--- src/rtl/wdt_pkg.sv ---
package wdt_pkg;
  typedef enum logic [1:0] {
    REG_KEY  = 2'd0,
    REG_CTRL = 2'd1,
    REG_STAT = 2'd2
  } reg_sel_e;

  localparam int unsigned KEY_W   = 8;
  localparam logic [KEY_W-1:0] KEY_ARM = 8'h55;
  localparam logic [KEY_W-1:0] KEY_CLR = 8'hAA;
  localparam int unsigned CTRL_DIS_BIT = 0;
  localparam int unsigned CTRL_IRQ_BIT = 1;
endpackage

--- src/rtl/wdt_key_seq.sv ---
module wdt_key_seq
  import wdt_pkg::*;
(
  input  logic             clk_i,
  input  logic             rst_ni,
  input  logic             key_wr_i,
  input  logic [KEY_W-1:0] key_data_i,
  input  logic             dis_i,
  output logic             armed_o,
  output logic             clr_o,
  output logic             bad_o
);
  logic armed_q;
  logic act, is_arm, is_clr;

  assign act    = key_wr_i & ~dis_i;
  assign is_arm = key_data_i == KEY_ARM;
  assign is_clr = key_data_i == KEY_CLR;
  assign clr_o  = act & is_clr & armed_q;
  assign bad_o  = act & ~is_arm & ~is_clr;

  always_ff @(posedge clk_i or negedge rst_ni) begin
    if (!rst_ni)     armed_q <= 1'b0;
    else if (dis_i)  armed_q <= 1'b0;
    else if (act)    armed_q <= is_arm ? 1'b1 : (is_clr ? 1'b0 : 1'b0);
  end

  assign armed_o = armed_q;
endmodule

--- src/rtl/wdt_counter.sv ---
module wdt_counter #(
  parameter int unsigned TIMEOUT = 256,
  localparam int unsigned CNT_W  = $clog2(TIMEOUT)
) (
  input  logic             clk_i,
  input  logic             rst_ni,
  input  logic             tick_i,
  input  logic             clr_i,
  input  logic             dis_i,
  output logic [CNT_W-1:0] count_o,
  output logic             ovf_o
);
  localparam logic [CNT_W-1:0] LAST = CNT_W'(TIMEOUT - 1);

  logic [CNT_W-1:0] cnt_q;
  logic             wrap;

  assign wrap  = cnt_q == LAST;
  assign ovf_o = tick_i & wrap & ~clr_i & ~dis_i;

  always_ff @(posedge clk_i or negedge rst_ni) begin
    if (!rst_ni)               cnt_q <= '0;
    else if (dis_i || clr_i)   cnt_q <= '0;
    else if (tick_i)           cnt_q <= wrap ? '0 : cnt_q + 1'b1;
  end

  assign count_o = cnt_q;
endmodule

--- src/rtl/wdt_ctrl.sv ---
module wdt_ctrl (
  input  logic       clk_i,
  input  logic       rst_ni,
  input  logic       ctrl_wr_i,
  input  logic [1:0] ctrl_data_i,
  input  logic       stat_w1c_i,
  input  logic       bad_key_i,
  input  logic       ovf_i,
  input  logic       irq_ack_i,
  output logic       dis_o,
  output logic       irq_sel_o,
  output logic       rst_req_o,
  output logic       irq_o,
  output logic       rst_flag_o
);
  import wdt_pkg::*;

  logic dis_q, irq_sel_q, rst_req_q, irq_q, flag_q;
  logic rst_evt, irq_evt;

  assign rst_evt = bad_key_i | (ovf_i & ~irq_sel_q);
  assign irq_evt = ovf_i & irq_sel_q;

  always_ff @(posedge clk_i or negedge rst_ni) begin
    if (!rst_ni) begin
      dis_q     <= 1'b0;
      irq_sel_q <= 1'b0;
      rst_req_q <= 1'b0;
      irq_q     <= 1'b0;
      flag_q    <= 1'b0;
    end else begin
      if (ctrl_wr_i) begin
        dis_q     <= ctrl_data_i[CTRL_DIS_BIT];
        irq_sel_q <= ctrl_data_i[CTRL_IRQ_BIT];
      end
      rst_req_q <= rst_evt;
      if (irq_evt)        irq_q <= 1'b1;
      else if (irq_ack_i) irq_q <= 1'b0;
      if (rst_evt)         flag_q <= 1'b1;
      else if (stat_w1c_i) flag_q <= 1'b0;
    end
  end

  assign dis_o      = dis_q;
  assign irq_sel_o  = irq_sel_q;
  assign rst_req_o  = rst_req_q;
  assign irq_o      = irq_q;
  assign rst_flag_o = flag_q;
endmodule

--- src/rtl/key_watchdog.sv ---
module key_watchdog
  import wdt_pkg::*;
#(
  parameter int unsigned TIMEOUT = 256,
  localparam int unsigned CNT_W  = $clog2(TIMEOUT)
) (
  input  logic             clk_i,
  input  logic             rst_ni,
  input  logic             tick_i,
  input  logic             wr_en_i,
  input  logic [1:0]       wr_addr_i,
  input  logic [7:0]       wr_data_i,
  input  logic             irq_ack_i,
  output logic [CNT_W-1:0] count_o,
  output logic             rst_req_o,
  output logic             irq_o,
  output logic             rst_flag_o
);
  logic key_wr, ctrl_wr, stat_w1c;
  logic wd_dis, irq_sel, key_armed, key_clr, key_bad, ovf;

  assign key_wr   = wr_en_i && (reg_sel_e'(wr_addr_i) == REG_KEY);
  assign ctrl_wr  = wr_en_i && (reg_sel_e'(wr_addr_i) == REG_CTRL);
  assign stat_w1c = wr_en_i && (reg_sel_e'(wr_addr_i) == REG_STAT) && wr_data_i[0];

  wdt_key_seq u_key (
    .clk_i      (clk_i),
    .rst_ni     (rst_ni),
    .key_wr_i   (key_wr),
    .key_data_i (wr_data_i),
    .dis_i      (wd_dis),
    .armed_o    (key_armed),
    .clr_o      (key_clr),
    .bad_o      (key_bad)
  );

  wdt_counter #(.TIMEOUT(TIMEOUT)) u_cnt (
    .clk_i   (clk_i),
    .rst_ni  (rst_ni),
    .tick_i  (tick_i),
    .clr_i   (key_clr),
    .dis_i   (wd_dis),
    .count_o (count_o),
    .ovf_o   (ovf)
  );

  wdt_ctrl u_ctrl (
    .clk_i       (clk_i),
    .rst_ni      (rst_ni),
    .ctrl_wr_i   (ctrl_wr),
    .ctrl_data_i (wr_data_i[1:0]),
    .stat_w1c_i  (stat_w1c),
    .bad_key_i   (key_bad),
    .ovf_i       (ovf),
    .irq_ack_i   (irq_ack_i),
    .dis_o       (wd_dis),
    .irq_sel_o   (irq_sel),
    .rst_req_o   (rst_req_o),
    .irq_o       (irq_o),
    .rst_flag_o  (rst_flag_o)
  );
endmodule

--- config.mk ---
export PLATFORM = sky130hd
export DESIGN_NAME = key_watchdog
export DESIGN_NICKNAME = d
export VERILOG_FILES = /design/src/rtl/wdt_pkg.sv /design/src/rtl/wdt_key_seq.sv /design/src/rtl/wdt_counter.sv /design/src/rtl/wdt_ctrl.sv /design/src/rtl/key_watchdog.sv
export SDC_FILE = /design/constraint.sdc
export NUM_CORES = 1
export LEC_CHECK = 0
export BUFFER_PORTS_ARGS = -buffer_cell sky130_fd_sc_hd__buf_2
export CAP_MARGIN = 20
export CORE_MARGIN = 2
export CORE_UTILIZATION = 48
export CTS_BUF_LIST = sky130_fd_sc_hd__clkbuf_4 sky130_fd_sc_hd__clkbuf_8 sky130_fd_sc_hd__clkbuf_16
export CTS_CLUSTER_DIAMETER = 200
export CTS_CLUSTER_SIZE = 20
export DETAILED_ROUTE_END_ITERATION = 16
export PLACE_DENSITY = 0.78
export SLEW_MARGIN = 10
export SYNTH_ARGS = -nofsm -noshare
export SYNTH_HDL_FRONTEND = slang
export SYNTH_HIERARCHICAL = 1
export SYNTH_SLANG_ARGS = --single-unit
--- constraint.sdc ---
create_clock -name clk_i -period 2.23 [get_ports clk_i]
set_input_delay 0.223 -clock clk_i [delete_from_list [all_inputs] [get_ports clk_i]]
set_output_delay 0.223 -clock clk_i [all_outputs]
set_load 0.05 [all_outputs]
# Word-level counts from Yosys, hierarchy flattened
# Index checks and enable logic that the tools add are counted.
# totals
register_bits	14
inputBits	15
output_inout_bits	11
word_cells	49
# op_classes
n_addsub	1
eq_ne	5
muxes	10
bitwise	16
n_reduce_logical	10
# op_table
op	count
8-bit 2-to-1 mux	3
8-bit equality test (second input constant)	2
1-bit AND	10
8-bit by 1-bit adder with 8-bit output (second input constant)	1
8-bit by 7-bit equality test with 1-bit output (second input constant)	1
2-bit nonzero test	4
1-bit 2-to-1 mux	7
1-bit NOT	5
1-bit logical AND	4
2-bit by 1-bit equality test with 1-bit output (second input constant)	1
2-bit equality test (second input constant)	1
2-bit zero test	1
1-bit logical OR	1
1-bit bitwise OR	1

# Longest topological paths before layout
# Gate-level depths: netlist (run 1).
# logic_depth
word_depth	11
depth_mapped	9
mapped_depth_nobuf	8

# Hierarchy
# The synthesis (run 1) kept the hierarchy.
# by_module_without_submodules
mod	n_inst	cells_per_inst	area_per_inst_um2	seq_area_each_um2
wdt_counter	1	47	445.4	200.2
wdt_ctrl	1	15	183.9	125.1
wdt_key_seq	1	13	117.6	25.0
key_watchdog	1	3	27.5	0.0

# Worst setup path before layout (run 1)
# OpenSTA, ideal clock, no wires.
# synth_path
path_kind	register to register
from	reg u_cnt.cnt_q[0], in the netlist u_cnt/count_o[0]
to	reg u_cnt.cnt_q[6], in the netlist u_cnt/count_o[6]
setup_ps	78
arrival_ps	1629
t_required_ps	2152
path_slack_ps	524
stages_incl_launch_ff	5
path_buffers	0
period_less_slack_ps	1706
cell_sequence	dfrtp_1 ha_1 nand4_1 or3_1 a21oi_1
# synth_between
elab_chain_len	4
word_cells_on_any_way	5
cone_classes	add/sub: 1; eq/ne: 1; mux: 3
# synth_rtl
element	line	rtl
start, declared	wdt_counter.sv:15	logic [CNT_W-1:0] cnt_q;
start signal, assigned	wdt_counter.sv:24	else if (tick_i) cnt_q <= wrap ? '0 : cnt_q + 1'b1;
8-bit by 1-bit adder with 8-bit output / 8-bit equality test (equally long branches)	wdt_counter.sv:24, wdt_counter.sv:18	
8-bit 2-to-1 mux (*) (2 in a row)	wdt_counter.sv:24	
8-bit 2-to-1 mux (*)	wdt_counter.sv:23	else if (dis_i || clr_i) cnt_q <= '0;
# Every way passes the cells marked *; elsewhere a longest branch is shown, timed or not. The select of a mux whose other input is x is not followed.
# A chain may end at the register's enable or synchronous reset.

# Final worst setup path (run 1)
# layout_path
from	reg u_cnt.cnt_q[0], in the netlist u_cnt/count_o[0]
to	reg u_ctrl.flag_q, in the netlist u_ctrl/rst_flag_o
# layout_between
elab_chain_len	7
word_cells_on_any_way	8
cone_classes	eq/ne: 1; mux: 1; bitwise: 5; reduce/logical: 1
# layout_rtl
element	line	rtl
8-bit equality test (*)	wdt_counter.sv:18	assign wrap = cnt_q == LAST;
1-bit AND (*) (3 in a row)	wdt_counter.sv:19	assign ovf_o = tick_i & wrap & ~clr_i & ~dis_i;
via ovf	key_watchdog.sv:20	logic wd_dis, irq_sel, key_armed, key_clr, key_bad, ovf;
1-bit AND (*)	wdt_ctrl.sv:21	assign rst_evt = bad_key_i | (ovf_i & ~irq_sel_q);
1-bit bitwise OR (*)	wdt_ctrl.sv:21	
1-bit 2-to-1 mux / 2-bit nonzero test (equally long branches)	--	
end signal, assigned	wdt_ctrl.sv:30	flag_q <= 1'b0;
end signal, assigned	wdt_ctrl.sv:39	if (rst_evt) flag_q <= 1'b1;
end signal, assigned	wdt_ctrl.sv:40	else if (stat_w1c_i) flag_q <= 1'b0;
end, declared	wdt_ctrl.sv:18	logic dis_q, irq_sel_q, rst_req_q, irq_q, flag_q;
# The timed path passes the listed nets; every way through them passes the cells marked *.

==> reports/results.ini, run 1 <==
[place]
placed_area_um2 = 911
dp_hpwl_mm = 1.27
numPortBuffers = 25
gp_routability_congestion = 0.805

[critical_path]
crit_path_start_kind = flip-flop
arr_time_crit_path_ns = 1.78
path_max_fanout = 7
crit_required_ns = 2.45
critical-path-top-delay-family = simple AND/OR/NAND/NOR gates
cp-end-kind = flip-flop
reg2regPathDepth = 4
crit_path_cell_trace = ha_1, nand4_1, nor3_1, a221o_1
worstReg2RegStart = u_cnt/count_o[0]$_DFFE_PN0P_
critical_path.n_buffers_inverters = 0
critical_path.reg2reg.endpoint = u_ctrl/rst_flag_o$_DFFE_PN0P_
crit_path_max_incr_delay_ns = 0.47
startpoint_to_endpoint_class_of_the_critical_path = flip-flop to flip-flop
regToRegSetupSlack_ns = 0.67
worst_path_max_delay_cell = dfrtp_1

[floorplanning]
die_area_mm2 = 0.00195
die_x_um = 44.2
core_area_mm2 = 0.00151
initial_utilization_pct = 51.4
fp.dieH_um = 44.2
fp-row-count = 14
boundaryPins = 26

[finish]
num-nets-final = 123
layout-area-overhead-vs-synth_pct = 23.6
layout-drive-gt1-share_pct = 34.9
diodes = 0
final_common_cell = buf_2
multi_input_comb_area_um2 = 397
mostFrequentLayoutCells = buf_2, dfrtp_1, nand2_1
post-route-cell-area_um2 = 957
fill_cells = 131
layout.area.seq_um2 = 350

[clock_network]
post-cts-setup-buffers = 0
tritoncts = done
cts.sinks = 14
clock_root_cell = clkbuf_4
register_clock_pin_slew_on_the_reported_worst_setup_and_hold_paths_ns = 0.09
worst_skew_pair.late_latency_ns = 0.28
cts_inserted_buffers = 3
clock_path_buffers = 2
ctsHtreeMaxLevel = 1

[synth]
yosysTopAreaCellShare_pct = 45.2
top_cells_by_area_synth = dfrtp_1, and4bb_1, o21ai_0, nand2_1, nor2_1
synth_largest_area_cell = dfrtp_1
yosys.cell_types.count = 36
synth_warnings = 6
postSynthRegisterBits = 14
synthesis.area_um2 = 774
synth_area_per_cell_um2 = 9.93
sequential_share_of_the_synthesized_area_pct = 45.2
postSynthCellCount = 78
synth_nets = 94

[detailed_routing]
antenna_left = 0
detail_route.drc_violations = 0
number_of_vias_in_the_routed_layout = 706
drt-wirelength-per-cell_um = 13.4
detailedRoute.firstPassIterationCount = 4
drt_first_iter_violations = 17
wirelength_mm = 1.63
vias_per_cell = 5.79

[timing]
maxSlewViolCount = 0
finClkSkew_ns = 0.00607
grt_setup_unrepaired = no
final_hold_viol_count = 0
layout_min_cycle_time_ns = 1.56
tightest_slew_ns = 0.306
setup_total_negative_slack_ns = 0
max_freq_mhz = 641
post-route-period-util_pct = 70.0
worst_slew_margin_rel_pct = 79.4
setup_viol_count_final = 0

[pwr]
cellPowerDensity_mw_per_mm2 = 653
vdd.ir_drop.worst_mv = 0.421
p_leak_nw = 0.474

[worst_hold_path]
min-delay-start = irq_ack_i
holdCritPathClass = input port to flip-flop
hold-path-cell-count = 2
timing.hold.worst_endpoint = u_ctrl/irq_o$_DFFE_PN0P_

[global_route]
number_of_global_route_vias_before_repair = 638
grt_first_pass_wirelength_mm = 2.70
antenna_found_initial = 0
grt.overflow.total = 0
grt_max_degree = 15
groute.usage.overall_pct = 18.9

[job]
cap_violations = 0

[outcome]
run_status = completed

where the power goes:
part,internal [W],total (W),switching (W)
Sequential,0.000274,0.000297,0.0000233
Combinational,0.0000477,0.000142,0.0000948
Clock,0.0000994,0.000186,0.0000867
synth_stat cells (all sizes together):
cell type	number
a211o	1
a21o	1
a21oi	2
a221o	1
a311oi	1
a31oi	1
a32o	1
a41oi	1
and3	2
and3b	1
and4b	1
and4bb	4
buf	1
clkbuf	1
dfrtp	14
ha	1
inv	5
mux2	1
mux2i	1
nand2	7
nand2b	2
nand3	2
nand4	4
nor2	6
nor2b	2
nor3	1
nor3b	1
o21ai	6
o221ai	1
or2	1
or3	1
or4b	1
xnor2	1
xor2	1
cells by family after synthesis:
group	after synthesis	share of synthesized area (%)
AOI/OAI and AO/OA	16	14.5
xor gates and xnor gates	2	2.26
adders and majority gates	1	1.62
buffers and inverters	7	3.55
DFF	14	45.2
muxes	2	2.75
and+or+nand+nor	36	30.0
metrics by stage:
stage | total power (W) | instances | worst slack [ns] | utilization (%) | hold slack, ns
2_1_floorplan | 0.000397 | 78 | 0.524 | - | -0.0726
3_3_place_gp | 0.000437 | 117 | 0.558 | 60.5 | 0.132
3_5_place_dp | 0.000444 | 117 | 0.517 | 60.5 | 0.137
4_1_cts | 0.000629 | 122 | 0.690 | 63.5 | 0.123
5_1_grt | 0.000652 | 122 | 0.492 | 63.5 | 0.136
6_report | 0.000625 | 122 | 0.669 | 63.5 | 0.124
state kept, by name (all words and copies together), names as in the netlist:
name,flops
u_ctrl/dis_o,1
u_ctrl/irq_o,1
u_key/armed_o,1
u_ctrl/rst_flag_o,1
u_cnt/count_o,8
u_ctrl/irq_sel_o,1
u_ctrl/rst_req_o,1
cell type report:
cell class | count | share of cell area [%]
Sequential cell | 14 | 36.6
Timing Repair Buffer | 26 | 14.1
Clock buffer | 4 | 3.79
Tap cell | 16 | 2.09
Multi-Input combinational cell | 57 | 41.4
Inverter | 5 | 1.96
what timing repair did:
| item | 4_1_cts | 5_1_grt |
|---|---|---|
| hold endpoints to repair | 14 | 0 |
| gates resized for setup | 0 | 0 |
| hold buffers | 1 | 0 |
routing by layer:
metal	up-vias	GRT usage, %	part of all wire [%]
met5	-	0	0
met4	0	9.70	1.4
met3	4	2.86	4.8
met2	21	31.8	50
met1	336	23.5	44
li1	345	-	-
worst max-delay path by stage:
stage,startpoint,endpoint,cells after the start
floorplan,u_cnt/count_o[0]$_DFFE_PN0P_,u_cnt/count_o[6]$_DFFE_PN0P_,4
global placement,wr_addr_i[0],u_ctrl/rst_flag_o$_DFFE_PN0P_,8
detailed placement,wr_addr_i[0],u_ctrl/rst_flag_o$_DFFE_PN0P_,8
CTS,u_cnt/count_o[0]$_DFFE_PN0P_,u_ctrl/rst_flag_o$_DFFE_PN0P_,4
global route,u_cnt/count_o[0]$_DFFE_PN0P_,u_ctrl/rst_flag_o$_DFFE_PN0P_,4
finish,u_cnt/count_o[0]$_DFFE_PN0P_,u_ctrl/rst_flag_o$_DFFE_PN0P_,4
worst register-to-register path: cells and delay by family, from the launching register on:
kind	cells	cell delay (ns)
compound gates	1	0.22
fa+ha+maj	1	0.25
simple gates	2	0.55
flops	1	0.47
Power figures use the tool's default switching activity.
==> run 2: changes to the inputs <==
Clock period 2.23 ns to 1.6 ns, I/O delays scaled along.
==> reports/results.ini, run 2 (synthesis gave the netlist of run 1 again) <==
[timing]
tightest_slew_ns = 0.314
setup_viol_count_final = 0
layout_min_cycle_time_ns = 1.49
final_hold_viol_count = 0
max_freq_mhz = 672
worst_slew_margin_rel_pct = 79.1
grt_setup_unrepaired = no
maxSlewViolCount = 0
fin_worst_hold_slack_ns = 0.0464
setup_total_negative_slack_ns = 0
post-route-period-util_pct = 93.1
finClkSkew_ns = 0.00795
fin_ws_ns = 0.111

[critical_path]
critical_path.startpoint = u_cnt/count_o[0]$_DFFE_PN0P_
cp-end-kind = flip-flop
arr_time_crit_path_ns = 1.69
startpoint_to_endpoint_class_of_the_critical_path = flip-flop to flip-flop
crit_required_ns = 1.80
worstReg2RegStart = u_cnt/count_o[0]$_DFFE_PN0P_
path_max_fanout = 7
crit_path_start_kind = flip-flop

[detailed_routing]
number_of_vias_in_the_routed_layout = 730
wirelength_mm = 1.76
drt_first_iter_violations = 15
vias_per_cell = 5.98
detailedRoute.firstPassIterationCount = 4
antenna_left = 0
detail_route.drc_violations = 0
drt-wirelength-per-cell_um = 14.4

[finish]
layout-area-overhead-vs-synth_pct = 24.1
diodes = 0
num-nets-final = 124
largest_reg_flops = 8
final_common_cell = buf_2
finalCoreUtilization_pct = 63.8
mostFrequentLayoutCells = buf_2, dfrtp_1, nand2_1
fill_cells = 121
layout-drive-gt1-share_pct = 39.6

[pwr]
cellPowerDensity_mw_per_mm2 = 856
power.share.combinational_pct = 25.0
net-switching-power_w = 0.000280
netSwitchingFraction_pct = 34.0
cell_internal_power_dissipation_w = 0.000543
vdd.ir_drop.worst_mv = 0.503
clock_power_share_pct = 24.5
p_leak_nw = 0.466
p_seq_share_pct = 50.5

[floorplanning]
die_x_um = 44.2
die_area_mm2 = 0.00195
initial_utilization_pct = 51.4
boundaryPins = 26
fp-row-count = 14
fp.dieH_um = 44.2
core_area_mm2 = 0.00151

[place]
numPortBuffers = 25
dp_hpwl_mm = 1.26
dp_worst_setup_slack_ns = 0.0464
gp_routability_congestion = 0.821

[clock_network]
cts_inserted_buffers = 3
clock_root_cell = clkbuf_4
ctsHtreeMaxLevel = 1
register_clock_pin_slew_on_the_reported_worst_setup_and_hold_paths_ns = 0.09
worst_skew_pair.late_latency_ns = 0.28
clock_path_buffers = 2
post-cts-setup-buffers = 0
tritoncts = done
cts.sinks = 14

[global_route]
grt_max_degree = 15
groute.usage.overall_pct = 19.2
antenna_found_initial = 0
grt_first_pass_wirelength_mm = 2.75
number_of_global_route_vias_before_repair = 669
grt.overflow.total = 0

[outcome]
run_status = completed

[worst_hold_path]
min-delay-start = irq_ack_i
holdCritPathClass = input port to flip-flop

[job]
cap_violations = 0

[run 2: cell types whose count changed in the layout (fill, tap and decap cells not counted)]
cell	delta
dfrtp_1	-4
dfrtp_2	+4
buf_4	+1
clkbuf_8	-1
nor3_1	-1
nor3_2	+1
[run 2: routing by layer]
| layer | GRT usage, % | wire length, µm | vias up |
|---|---|---|---|
| li1 | - | - | 350 |
| met1 | 23.0 | 780 | 351 |
| met2 | 33.5 | 869 | 27 |
| met3 | 4.08 | 94 | 2 |
| met4 | 7.27 | 13 | 0 |
| met5 | 0 | 0 | - |
[run 2: per-stage QoR]
stage	cells	total power (W)	cell area, µm²
final	122	0.000823	961
after CTS	122	0.000829	956
after floorplan	78	0.000556	779
after global routing	122	0.000855	961
after detailed placement	118	0.000627	923
after global placement	118	0.000620	923
[run 2: final timing paths]
kind | to | slack, ns | cells past startpoint
max in group asynchronous | u_cnt/count_o[0]$_DFFE_PN0P_ | 1.03 | 2
hold / removal | u_ctrl/irq_o$_DFFE_PN0P_ | 0.05 | 2
min in group asynchronous | u_ctrl/irq_o$_DFFE_PN0P_ | 0.30 | 2
setup / recovery | u_cnt/count_o[6]$_DFFE_PN0P_ | 0.11 | 4
setup reg to reg | u_cnt/count_o[6]$_DFFE_PN0P_ | 0.11 | 4
hold reg to reg | u_ctrl/irq_o$_DFFE_PN0P_ | 0.49 | 2
[run 2: layout make-up]
cell class	count	area, µm²	share of cell area, %
Timing Repair Buffer	27	143	14.8
Tap cell	16	20.0	2.08
Clock buffer	3	22.5	2.34
Inverter	5	18.8	1.95
Sequential cell	14	355	37.0
Multi-Input combinational cell	57	402	41.8
[run 2: critical path, stage by stage, from the launching register on]
cell,delay [ns]
dfrtp_2,0.43
ha_1,0.20
nand4_1,0.22
or3_1,0.42
a21oi_1,0.15
[run 2: power by group through the flow]
stage	Combinational (W)	Sequential [W]	Clock (W)
finish	0.000206	0.000416	0.000201
detailed placement	0.000204	0.000423	0
global route	0.000221	0.000422	0.000211
global placement	0.000197	0.000423	0
CTS	0.000206	0.000417	0.000207
floorplan	0.0000696	0.000486	0
[run 2: what timing repair did]
action	CTS	global route
endpoints found under the setup margin	0	2
resized for setup	0	1
hold buffers	1	0
hold endpoints to repair	14	0
